===== config.mk =====
export PLATFORM = sky130hd
export DESIGN_NAME = irq_gate_ctrl
export DESIGN_NICKNAME = d
export VERILOG_FILES = /design/src/rtl/irqg_pkg.sv /design/src/rtl/irqg_regs.sv /design/src/rtl/irqg_reduce.sv /design/src/rtl/irqg_rdmux.sv /design/src/rtl/irq_gate_ctrl.sv
export SDC_FILE = /design/constraint.sdc
export NUM_CORES = 1
export LEC_CHECK = 0
export BUFFER_PORTS_ARGS = -buffer_cell sky130_fd_sc_hd__buf_2
export CORE_UTILIZATION = 40
export CTS_BUF_LIST = sky130_fd_sc_hd__clkbuf_16
export DETAILED_ROUTE_END_ITERATION = 6
export PLACE_DENSITY = 0.7
export RECOVER_POWER = 25
export SLEW_MARGIN = 20
export SYNTH_ARGS = -nofsm -noshare
export SYNTH_HDL_FRONTEND = slang
export SYNTH_SLANG_ARGS = --single-unit

===== constraint.sdc =====
create_clock -name clk -period 4.3 [get_ports clk]
set_input_delay 0.645 -clock clk [delete_from_list [all_inputs] [get_ports clk]]
set_output_delay 0.645 -clock clk [all_outputs]
set_load 0.02 [all_outputs]

===== src/rtl/irqg_pkg.sv =====
package irqg_pkg;

  localparam int unsigned IRQG_OFF_PEND  = 32'h0;
  localparam int unsigned IRQG_OFF_MASK  = 32'h4;
  localparam int unsigned IRQG_OFF_ROUTE = 32'h8;
  localparam int unsigned IRQG_OFF_WAKE  = 32'hC;

  typedef enum logic [2:0] {
    RS_NONE,
    RS_PEND,
    RS_MASK,
    RS_ROUTE,
    RS_WAKE
  } irqg_sel_e;

  // Map a byte offset to the register it selects.
  function automatic irqg_sel_e irqg_decode(input logic [7:0] off);
    irqg_sel_e s;
    case (off)
      8'(IRQG_OFF_PEND):  s = RS_PEND;
      8'(IRQG_OFF_MASK):  s = RS_MASK;
      8'(IRQG_OFF_ROUTE): s = RS_ROUTE;
      8'(IRQG_OFF_WAKE):  s = RS_WAKE;
      default:            s = RS_NONE;
    endcase
    return s;
  endfunction

endpackage


===== src/rtl/irqg_regs.sv =====
module irqg_regs
  import irqg_pkg::*;
#(
  parameter int unsigned NSRC      = 32,
  parameter int unsigned WAKE_LO   = 9,
  parameter int unsigned ALARM_SRC = 20
) (
  input  logic            clk,
  input  logic            rst_n,
  input  logic            reg_we,
  input  irqg_sel_e       sel,
  input  logic [NSRC-1:0] reg_wdata,
  output logic [NSRC-1:0] mask_q,
  output logic [NSRC-1:0] route_q,
  output logic [NSRC-1:0] wake_q
);

  function automatic logic [NSRC-1:0] wake_capable();
    logic [NSRC-1:0] v;
    for (int i = 0; i < int'(NSRC); i++)
      v[i] = (i < int'(WAKE_LO)) || (i == int'(ALARM_SRC));
    return v;
  endfunction

  localparam logic [NSRC-1:0] WAKE_OK = wake_capable();

  logic wr_mask, wr_route, wr_wake, wr_pend;
  assign wr_mask  = reg_we && (sel == RS_MASK);
  assign wr_route = reg_we && (sel == RS_ROUTE);
  assign wr_wake  = reg_we && (sel == RS_WAKE);
  assign wr_pend  = reg_we && (sel == RS_PEND);

  always_ff @(posedge clk) begin
    if (!rst_n) begin
      mask_q  <= '0;
      route_q <= '0;
    end else begin
      if (wr_mask)  mask_q  <= reg_wdata;
      if (wr_route) route_q <= reg_wdata;
    end
  end

  for (genvar g = 0; g < int'(NSRC); g++) begin : g_wake
    if (WAKE_OK[g]) begin : g_cap
      always_ff @(posedge clk) begin
        if (!rst_n)       wake_q[g] <= 1'b0;
        else if (wr_wake) wake_q[g] <= reg_wdata[g];
      end
    end else begin : g_tie
      assign wake_q[g] = 1'b0;
    end
  end

  assert_ro_pend_R4: assert property (@(posedge clk) disable iff (!rst_n)
    wr_pend |=> ($stable(mask_q) && $stable(route_q) && $stable(wake_q)));

  assert_mask_load_R5: assert property (@(posedge clk) disable iff (!rst_n)
    wr_mask |=> (mask_q == $past(reg_wdata)));

  assert_route_hold_R6: assert property (@(posedge clk) disable iff (!rst_n)
    !wr_route |=> $stable(route_q));

  assert_wake_load_R7: assert property (@(posedge clk) disable iff (!rst_n)
    wr_wake |=> (wake_q == ($past(reg_wdata) & WAKE_OK)));

  assert_unmapped_R10: assert property (@(posedge clk) disable iff (!rst_n)
    (reg_we && sel == RS_NONE) |=> ($stable(mask_q) && $stable(route_q) && $stable(wake_q)));

endmodule


===== src/rtl/irqg_reduce.sv =====
module irqg_reduce #(
  parameter int unsigned NSRC = 32
) (
  input  logic            clk,
  input  logic            rst_n,
  input  logic [NSRC-1:0] src,
  input  logic [NSRC-1:0] en,
  input  logic            qual,
  output logic            hit,
  output logic            req_q
);

  function automatic logic any_active(input logic [NSRC-1:0] s,
                                      input logic [NSRC-1:0] e);
    return |(s & e);
  endfunction

  assign hit = qual && any_active(src, en);

  always_ff @(posedge clk) begin
    if (!rst_n) req_q <= 1'b0;
    else        req_q <= hit;
  end

  assert_req_rise_R9: assert property (@(posedge clk) disable iff (!rst_n)
    hit |=> req_q);

  assert_req_fall_R9: assert property (@(posedge clk) disable iff (!rst_n)
    !hit |=> !req_q);

endmodule


===== src/rtl/irqg_rdmux.sv =====
module irqg_rdmux
  import irqg_pkg::*;
#(
  parameter int unsigned NSRC = 32
) (
  input  irqg_sel_e       sel,
  input  logic [NSRC-1:0] src,
  input  logic [NSRC-1:0] mask_q,
  input  logic [NSRC-1:0] route_q,
  input  logic [NSRC-1:0] wake_q,
  output logic [NSRC-1:0] rdata
);

  always_comb begin
    case (sel)
      RS_PEND:  rdata = src & mask_q;
      RS_MASK:  rdata = mask_q;
      RS_ROUTE: rdata = route_q;
      RS_WAKE:  rdata = wake_q;
      default:  rdata = '0;
    endcase
  end

endmodule


===== src/rtl/irq_gate_ctrl.sv =====
module irq_gate_ctrl
  import irqg_pkg::*;
#(
  parameter int unsigned NSRC      = 32,
  parameter int unsigned WAKE_LO   = 9,
  parameter int unsigned ALARM_SRC = 20,
  parameter int unsigned ADDR_W    = 4
) (
  input  logic              clk,
  input  logic              rst_n,
  input  logic [NSRC-1:0]   src_i,
  input  logic              lp_mode_i,
  input  logic              reg_we_i,
  input  logic [ADDR_W-1:0] reg_addr_i,
  input  logic [NSRC-1:0]   reg_wdata_i,
  output logic [NSRC-1:0]   reg_rdata_o,
  output logic              irq_o,
  output logic              fiq_o,
  output logic              wake_o
);

  irqg_sel_e       sel;
  logic [NSRC-1:0] mask_q, route_q, wake_q;
  logic [NSRC-1:0] en_normal, en_fast;
  logic            normal_hit, fast_hit, wake_hit;

  assign sel       = irqg_decode(8'(reg_addr_i));
  assign en_normal = mask_q & ~route_q;
  assign en_fast   = mask_q &  route_q;

  irqg_regs #(.NSRC(NSRC), .WAKE_LO(WAKE_LO), .ALARM_SRC(ALARM_SRC)) u_regs (
    .clk(clk), .rst_n(rst_n), .reg_we(reg_we_i), .sel(sel),
    .reg_wdata(reg_wdata_i), .mask_q(mask_q), .route_q(route_q), .wake_q(wake_q)
  );

  irqg_reduce #(.NSRC(NSRC)) u_normal (
    .clk(clk), .rst_n(rst_n), .src(src_i), .en(en_normal), .qual(1'b1),
    .hit(normal_hit), .req_q(irq_o)
  );

  irqg_reduce #(.NSRC(NSRC)) u_fast (
    .clk(clk), .rst_n(rst_n), .src(src_i), .en(en_fast), .qual(1'b1),
    .hit(fast_hit), .req_q(fiq_o)
  );

  irqg_reduce #(.NSRC(NSRC)) u_wake (
    .clk(clk), .rst_n(rst_n), .src(src_i), .en(wake_q), .qual(lp_mode_i),
    .hit(wake_hit), .req_q(wake_o)
  );

  irqg_rdmux #(.NSRC(NSRC)) u_rdmux (
    .sel(sel), .src(src_i), .mask_q(mask_q), .route_q(route_q),
    .wake_q(wake_q), .rdata(reg_rdata_o)
  );

  assert_irq_masked_R2: assert property (@(posedge clk) disable iff (!rst_n)
    (mask_q == '0) |=> !irq_o);

  assert_fiq_unrouted_R3: assert property (@(posedge clk) disable iff (!rst_n)
    (route_q == '0) |=> !fiq_o);

  assert_lines_exclusive_R3: assert property (@(posedge clk) disable iff (!rst_n)
    ($countones(src_i & mask_q) == 1) |=> $onehot0({irq_o, fiq_o}));

  assert_wake_lp_R8: assert property (@(posedge clk) disable iff (!rst_n)
    !lp_mode_i |=> !wake_o);

  assert_wake_hits_R8: assert property (@(posedge clk) disable iff (!rst_n)
    (lp_mode_i && ((src_i & wake_q) != '0)) |=> wake_o);

endmodule


==> results of run 1 <==
-- per-layer routing --
layer	GRT usage, %	wire [um]
met5	0	0
met4	8.60	178
met3	5.89	1290
met2	43.6	6020
met1	35.7	5410
-- cell usage after synthesis (all sizes together), types with 2 or more instances --
master | count | share of area [%]
nand4 | 8 | 1.3
nor4 | 7 | 1.2
a22o | 2 | 0.47
a32oi | 6 | 1.4
clkbuf | 26 | 2.6
buf | 9 | 1.4
nand3 | 43 | 5.7
dfxtp | 77 | 41
a21oi | 75 | 10
nand2 | 227 | 23
a221oi | 2 | 0.47
o211ai | 29 | 5.8
a22oi | 8 | 1.6
o22ai | 16 | 2.7
-- sequential cells by signal, indices dropped and copies added (netlist names) --
name / count
u_normal.req_q: 1
u_regs.mask_q: 32
u_regs.route_q: 32
u_fast.req_q: 1
u_wake.req_q: 1
u_regs.wake_q: 10
-- worst paths after layout --
check / depth (start not counted) / endpoint / slack, ps / start
worst max-delay path: 5 / reg_rdata_o[1] / 1050 / reg_addr_i[2]
worst min-delay path: 2 / u_regs.wake_q[5] / 480 / u_regs.wake_q[5]
worst max register to register: 3 / u_normal.req_q / 3000 / u_regs.route_q[5]
worst min register to register: 2 / u_regs.wake_q[5] / 480 / u_regs.wake_q[5]
-- report_power, final --
part	internal, uW	leakage [uW]	switching, uW	total, uW
Sequential	724	0.000622	9.45	733
Combinational	40.8	0.00109	83.1	124
Clock	377	0.000133	284	661
-- cell type report --
class	instances	area, um^2	share of cell area [%]
Clock buffer	9	225	4.87
Clock inverter	5	22.5	0.487
Inverter	1	3.75	0.0811
Multi-Input combinational cell	430	2090	45.3
Sequential cell	77	1540	33.3
Tap cell	111	139	3.00
Timing Repair Buffer	117	601	13.0
-- placed cells by master (no fill, tap or decap), types with 2 or more instances in the layout --
master       n
nand2_1    227
buf_2      102
dfxtp_1     77
a21oi_1     75
nand3_1     43
o211ai_1    29
o22ai_1     16
clkbuf_16    9
buf_4        9
a22oi_1      8
nand4_1      8
nor4_1       7
a32oi_1      6
clkbuf_1     6
inv_1        3
clkinv_2     3
a22o_1       2
a221oi_1     2
-- cells by family after synthesis --
family,Yosys count
flip-flops,77
AO/OA/AOI/OAI,140
AND/OR/NAND/NOR,290
buffers and inverters,36
-- per-stage QoR --
| step | std cells | power, uW | util (%) | hold WS [ps] | worst slack (ps) |
|---|---|---|---|---|---|
| final | 750 | 1520 | 50.3 | 475 | 1050 |
| after global routing | 750 | 1560 | 50.3 | 499 | 908 |
| after CTS | 750 | 1520 | 50.4 | 477 | 1100 |
| after detailed placement | 736 | 870 | 47.8 | 467 | 1110 |
| after global placement | 736 | 869 | 47.8 | 458 | 1100 |
| after floorplan | 543 | 794 | - | 449 | 1870 |
-- critical path: cells and delay by family --
kind,cells,cell delay [ps]
and+or+nand+nor,2,1000
AOI/OAI and AO/OA,1,130
buffers and inverters,2,820
==> metrics.txt, run 1 <==
outcome=complete, but fails checks; Diodes inserted=0; total CTS buffers=9; routability cong.=0.849; largest family of logic cells by synthesized area=simple AND/OR/NAND/NOR gates; most used cell, CP=buf_2; WS Path Type=in -> out; mapped cell area=3770 um^2; Yosys cell types=24; vias in the first global route=4025; via density per instance=5.81; crit-path cells=buf_2, nor4bb_4, a22oi_1, nand2_1, buf_2; min Tclk post-route=between 3000 and 4000 ps; Fmax=307 MHz; depth of the CTS H-tree=3; Placement Cell Area=4390 um^2; CP startpoint kind=input port; cell row count=35; Least-Margin Pin Slew=1570 ps; Initial Util=about 41%; I/O pins=107; Synth async-reset ratio=0%; detailed-route wire length=12.9 mm; max-slew violation count=50; via count=4360; Die Span Y=99.1 um; final setup vio count=0; Post-CTS Hold Fix Bufs=0; part of the cycle the worst path needs=between 70 and 80%; DRT antenna net count=0; mux share of post-synthesis cell area=0%; Leak=0.00185 uW; Port Buf Inserts=106; DRC Markers=0; Clock Skews=7.48 ps; Die X=99.1 um; Die Area=just under 10000 um^2; largest net degree at the start of global routing=50; Crit Path Max Fanout=37; XOR/XNOR Fraction of Synth Area=0%; dominant synthesized flop cell=dfxtp_1; First DRT Iteration DRCs=~400; Fin. Hold Viols=0; setup tns final=0 ps; Warnings, synthesis=0; Core ar.=9200 um^2; Final Instance Area=around 4600 um^2; RSZ-0062 raised after global routing=no; gr usage total=26.9%; Crit path arrival time=2610 ps; synthesized-area fraction occupied by adder cells=0%; worst relative slew slack=-5.06%; Post-synth EDFFs=0; Gate Count Post-Synth=~540; slowest stage delay, CP=between 800 and 900 ps; syn nets=615; worst min path class=reg -> reg; post-CTS setup buffer count=0; Clock Sinks=between 70 and 80; FILL cells=930; register area share after synthesis=between 40% and 50%; post-synthesis compound-gate area fraction=22.7%; Max Root-Sink Buffers=2; first-pass GRT wire length=20.6 mm; CP max-delay cell=nor4bb_4; Syn Area/Cell=6.94 um^2; Area Growth Syn to Fin=22.8%; layout cell share with drive strength beyond 1=19.7%; simple logic cell fraction of the synthesized area=32.3%; maximum VDD drop=0.199 mV; Power per Cell Area=328 nW/um^2; Clk pin slew, worst setup/hold paths=60 ps; Final Net Count=around 710; grt ovf=0; cts repair resizes=0; initial antenna violation count=0; register bit total from synthesis=77; drt pass-1 iters=5; DP HPWL=8.99 mm; Root Buffer=clkbuf_16; Clk Latency, worst-skew pair=approximately 330 ps; CP Capture Type=primary output; required time worst endpoint=3650 ps; failing checks=max-capacitance violations, max-slew violations; CTS tree=built; max_cap viols=1; wire per inst=17.2 um
(Power assumes the default switching activity.)
==> run 2: changes to the inputs <==
--- a/config.mk
+++ b/config.mk
@@ -9,7 +9,7 @@
 export CORE_UTILIZATION = 40
 export CTS_BUF_LIST = sky130_fd_sc_hd__clkbuf_16
 export DETAILED_ROUTE_END_ITERATION = 6
-export PLACE_DENSITY = 0.7
+export PLACE_DENSITY = 0.72
 export RECOVER_POWER = 25
 export SLEW_MARGIN = 20
 export SYNTH_ARGS = -nofsm -noshare
==> constraint.sdc (replaced) <==
create_clock -name clk -period 2.62 [get_ports clk]
set_input_delay 0.393 -clock clk [delete_from_list [all_inputs] [get_ports clk]]
set_output_delay 0.393 -clock clk [all_outputs]
set_load 0.02 [all_outputs]
==> run 2 against run 1 <==
  * The flow now finishes without violations
  * Largest power group unchanged
  * Wire length fell by 1.5%
  * Non-clock buffer count rose by 2
  * First-iteration DRC count did not move
  * Sequential share of layout area fell by 0.21 points
  * Sequential power rose by 64%
==> metrics.txt, run 2 (synthesis gave the netlist of run 1 again) <==
cts repair resizes=0 (unchanged); CP startpoint kind=input port; most frequent cells in the layout=227 x nand2_1, 103 x buf_2, 77 x dfxtp_1, 75 x a21oi_1, 43 x nand3_1; largest net degree at the start of global routing=35 (-30%); vias in the first global route=4017 (-0.20%); r2r setup slk=1410 ps (-1590 ps); Fin. Hold Viols=0 (unchanged); max_cap viols=0 (-1); final setup vio count=0 (unchanged); Clock Sinks=77 (unchanged); I/O pins=107 (unchanged); commonest non-fill, non-tap cell in the layout=nand2_1; part of the cycle the worst path needs=85.2%; CP max-delay cell=clkbuf_2; Least-Margin Pin Slew=800 ps (-774 ps); slowest stage delay, CP=610 ps (-240 ps); WP buf/inv=3 (+1); Area Growth Syn to Fin=23.6%; most used cell, CP=buf_2; pre-CTS setup slack=556 ps (-553 ps); outcome=completed; Leak=0.00187 uW (+1.1%); Crit Path Max Fanout=34 (-8.1%); Fmax=~450 MHz; Die X=99.1 um (unchanged); WS Path Type=in -> out; Root Buffer=clkbuf_16; setup tns final=0 ps (unchanged); via count=4392 (+0.73%); Clock Skews=5.71 ps (-1.77 ps); CP Capture Type=primary output; DRT antenna net count=0 (unchanged); Die Span Y=99.1 um (unchanged); routability cong.=0.822 (-3.3%); total CTS buffers=9 (unchanged); Die Area=9810 um^2 (unchanged); Port Buf Inserts=106 (unchanged); Core ar.=9200 um^2 (unchanged); cell row count=35 (unchanged); First DRT Iteration DRCs=407 (unchanged); via density per instance=5.82 (+0.20%); Largest regs=u_regs.mask_q x32, u_regs.route_q x32, u_regs.wake_q x10; DP HPWL=8.73 mm (-2.8%); wire per inst=16.9 um (-2.0%); DRC Markers=0 (unchanged); post-CTS setup buffer count=0 (unchanged); min Tclk post-route=2230 ps; grt ovf=0 (unchanged); first-pass GRT wire length=19.9 mm (-3.6%); Post-CTS Hold Fix Bufs=0 (unchanged); depth of the CTS H-tree=3 (unchanged); detailed-route wire length=12.7 mm (-1.5%); crit-path cells=buf_2, nor3_4, clkbuf_2, o211ai_1, nand2_1, buf_2; gr usage total=25.9% (-1.0 points); Diodes inserted=0 (unchanged); initial antenna violation count=0 (unchanged); required time worst endpoint=2230 ps (-1420 ps); Initial Util=41.0% (unchanged); Crit path arrival time=1840 ps (-770 ps); RSZ-0062 raised after global routing=no; worst min path class=in -> reg; Clk Latency, worst-skew pair=330 ps (about the same); drt pass-1 iters=5 (unchanged); final setup margin=389 ps (-658 ps); maximum VDD drop=0.384 mV (+93%); Power per Cell Area=533 nW/um^2 (+62%); Clk pin slew, worst setup/hold paths=60 ps (about the same); layout cell share with drive strength beyond 1=20.1% (+0.34 points); worst relative slew slack=46.7% (+52 points); CTS tree=built; CP top delay family=buffers and inverters; max-slew violation count=0 (-100%); Max Root-Sink Buffers=2 (unchanged); Final Net Count=710 (+0.28%)
-- run 2: changes by cell type in the layout (fill, tap and decap cells not counted) --
cell / change
buf_12: +1
buf_2: +1
buf_4: -1
clkbuf_1: -2
clkbuf_2: +3
clkinv_1: +2
clkinv_2: -2
inv_1: +1
inv_2: +1
-- run 2: where the power goes --
group          leakage [uW]  internal [uW]  switching, uW
combinational       0.00111           68.9            135
sequential         0.000622           1190           15.5
clock              0.000139            619            456
total               0.00187           1880            606
-- run 2: area by class of cell --
type	instances	area [um^2]
clock buffers	9	225
clock inverters	7	27.5
fillers	922	4540
inverters	1	3.75
multi-input cells	430	2090
flip-flops and latches	77	1540
well taps	111	139
repair buffers	119	626
-- run 2: metrics by stage --
stage / utilization (%) / hold slack, ps / instance area (um^2) / power [uW] / cells
floorplan: - / 449 / 3770 / 1300 / 543
global placement: 48.1 / 458 / 4420 / 1430 / 738
detailed placement: 48.1 / 469 / 4420 / 1430 / 738
CTS: 50.8 / 281 / 4670 / 2500 / 754
global route: 50.6 / 290 / 4660 / 2570 / 754
finish: 50.6 / 288 / 4660 / 2480 / 754
-- run 2: worst paths after layout --
| check | startpoint | to | cells after the start |
|---|---|---|---|
| min reg2reg | u_regs.wake_q[5] | u_regs.wake_q[5] | 2 |
| max reg2reg | u_regs.route_q[9] | u_normal.req_q | 3 |
| min | lp_mode_i | u_wake.req_q | 3 |
| max | reg_addr_i[1] | reg_rdata_o[0] | 6 |
-- run 2: layer usage --
layer | global-route usage [%] | wire [um] | vias to the layer above
met3 | 5.39 | 1210 | 22
met5 | 0 | 0 | -
met2 | 42.4 | 6050 | 252
met4 | 7.69 | 206 | 0
li1 | - | - | 2095
met1 | 34.4 | 5240 | 2023
-- run 2: worst min-delay path, cell delays in order --
cell and delay, ps:
buf_2 100, nand2_1 50, a31oi_1 40
==> run 3: changes to the inputs <==
--- a/config.mk
+++ b/config.mk
@@ -6,10 +6,12 @@
 export NUM_CORES = 1
 export LEC_CHECK = 0
 export BUFFER_PORTS_ARGS = -buffer_cell sky130_fd_sc_hd__buf_2
-export CORE_UTILIZATION = 40
+export CELL_PAD_IN_SITES_DETAIL_PLACEMENT = 0
+export CELL_PAD_IN_SITES_GLOBAL_PLACEMENT = 1
+export CORE_UTILIZATION = 36
 export CTS_BUF_LIST = sky130_fd_sc_hd__clkbuf_16
 export DETAILED_ROUTE_END_ITERATION = 6
-export PLACE_DENSITY = 0.72
+export PLACE_DENSITY = 0.85
 export RECOVER_POWER = 25
 export SLEW_MARGIN = 20
 export SYNTH_ARGS = -nofsm -noshare
==> constraint.sdc (replaced) <==
create_clock -name clk -period 2.5 [get_ports clk]
set_input_delay 0.375 -clock clk [delete_from_list [all_inputs] [get_ports clk]]
set_output_delay 0.375 -clock clk [all_outputs]
set_load 0.02 [all_outputs]
==> run 3 against run 2 <==
  * Wire length up 0.22%
  * First-iteration DRC count shrank 39%
  * Sequential power grew 5%
  * Die area increased by 11%
  * Count of clock-buffer cells in the layout did not move
  * Final cell count rose by 2.8%
  * Core utilization shrank 2.8 points
  * Combinational power rose by 7%
  * Hold slack got worse by 2.1 ps
  * Design area grew 2.4%
  * Largest cell class unchanged
==> metrics.txt, run 3 (synthesis gave the netlist of run 1 again) <==
Pint=2180 uW (+16%); first-pass GRT wire length=20.6 mm (+3.7%); First DRT Iteration DRCs=248 (-39%); total CTS buffers=9 (unchanged); Clock Skews=6.55 ps (+0.846 ps); Root Buffer=clkbuf_16; Core ar.=9950 um^2 (+8.2%); RSZ-0062 raised after global routing=no; CTS tree=built; CP top delay family=buffers and inverters; most used cell, CP=buf_2; via count=4265 (-2.9%); final core occ=47.9% (-2.8 points); cell row count=36 (+2.9%); Crit Path Max Fanout=32 (-5.9%); max_cap viols=0 (unchanged); Fin Hold WS=286 ps (-2.09 ps); largest net degree at the start of global routing=42 (+20%); WS Path Type=in -> out; grt ovf=0 (unchanged); DP HPWL=9.07 mm (+3.9%); cts repair resizes=0 (unchanged); setup tns final=0 ps (unchanged); Largest regs=u_regs.mask_q x32, u_regs.route_q x32, u_regs.wake_q x10; Diodes inserted=0 (unchanged); Final Net Count=710 (unchanged); initial antenna violation count=0 (unchanged); crit-path cells=buf_2, clkbuf_2, o211ai_1, nand2_1, buf_2; worst relative slew slack=43.9% (-2.8 points); Fmax=463 MHz; Fin. Hold Viols=0 (unchanged); Max Root-Sink Buffers=2 (unchanged); layout cell share with drive strength beyond 1=20.9% (+0.81 points); Clock Sinks=77 (unchanged); drt pass-1 iters=5 (unchanged); total power=2830 uW (+14%); CP max-delay cell=clkbuf_2; gr usage total=24.0% (-1.9 points); part of the cycle the worst path needs=86.3%; I/O pins=107 (unchanged); DRT antenna net count=0 (unchanged); maximum VDD drop=0.267 mV (-30%); Crit path arrival time=1780 ps (-60 ps); max-slew violation count=0 (unchanged); vias in the first global route=4056 (+0.97%); slowest stage delay, CP=680 ps (+70 ps); Initial Util=37.8% (-3.1 points); min Tclk post-route=2160 ps; CP startpoint kind=input port; Least-Margin Pin Slew=841 ps (+41.3 ps); Psw=647 uW (+6.7%); Logic pwr share=7.7% (-0.5 points); Sw Share=22.9% (-1.5 points); worst min path class=in -> reg; via density per instance=5.50 (-5.5%); wire per inst=16.4 um (-2.5%); outcome=completed; post-CTS setup buffer count=0 (unchanged); Die Area=10900 um^2 (+11%); Post-CTS Hold Fix Bufs=0 (unchanged); DRC Markers=0 (unchanged); required time worst endpoint=2120 ps (-110 ps); Die X=104 um (+5.3%); FILL cells=1030 (+12%); final setup vio count=0 (unchanged); most frequent cells in the layout=227 x nand2_1, 103 x buf_2, 77 x dfxtp_1, 75 x a21oi_1, 43 x nand3_1; register share of total power=44.6% (-3.9 points); Clock power frac=47.7% (+4.4 points); Port Buf Inserts=106 (unchanged); commonest non-fill, non-tap cell in the layout=nand2_1; WP buf/inv=3 (unchanged); Clk pin slew, worst setup/hold paths=60 ps (about the same); Clk Latency, worst-skew pair=330 ps (about the same); CP Capture Type=primary output; depth of the CTS H-tree=3 (unchanged); Leak=0.00189 uW (+1.4%); Area Growth Syn to Fin=26.5%; detailed-route wire length=12.7 mm (+0.22%); Die Span Y=104 um (+5.3%); Power per Cell Area=593 nW/um^2 (+11%); routability cong.=0.878 (+6.9%)
[run 3: cell count changes in the layout (fill, tap and decap cells not counted)]
cell       change
clkbuf_1       -1
inv_1          -4
buf_12         +2
clkbuf_2       -1
bufinv_16      +2
clkinv_1       -1
clkinv_2       +2
[run 3: area by class of cell]
class                           count  area [um^2]  area share, %
Timing Repair Buffer              119          657           13.8
Clock inverter                      6         78.8           1.65
Multi-Input combinational cell    430         2090           43.9
Clock buffer                        9          225           4.72
Inverter                            1         3.75         0.0787
Tap cell                          133          166           3.49
Sequential cell                    77         1540           32.3
[run 3: metal layers]
| layer | wire length, um | track usage, % | vias up |
|---|---|---|---|
| met5 | 0 | 0 | - |
| met1 | 5540 | 31.1 | 1972 |
| met4 | 311 | 10.4 | 0 |
| met3 | 951 | 5.08 | 21 |
| li1 | - | - | 2095 |
| met2 | 5940 | 38.1 | 177 |
[run 3: worst paths after layout]
path / start / to / slack (ps) / depth (start not counted)
max reg2reg: u_regs.wake_q[3] / u_wake.req_q / 1230 / 3
max: reg_addr_i[2] / reg_rdata_o[1] / 340 / 5
min: lp_mode_i / u_wake.req_q / 290 / 3
min reg2reg: u_regs.wake_q[5] / u_regs.wake_q[5] / 470 / 2
[run 3: power by group through the flow]
stage / logic [uW] / clock network (uW) / registers (uW)
global route: 236 / 1430 / 1260
global placement: 215 / 0 / 1290
detailed placement: 217 / 0 / 1290
CTS: 218 / 1370 / 1260
finish: 218 / 1350 / 1260
floorplan: 80.4 / 0 / 1290
[run 3: worst reg2reg max path, stage by stage (launching register included)]
cell,delay [ps]
dfxtp_1,320
a22o_1,220
a221oi_1,420
a31oi_1,170
[run 3: metrics by stage]
stage                     area, um^2  worst slack, ps  std cells
final                           4770              342        775
after global placement          4470              643        760
after global routing            4770              333        775
after CTS                       4780              658        775
after detailed placement        4470              634        760
after floorplan                 3770              611        543
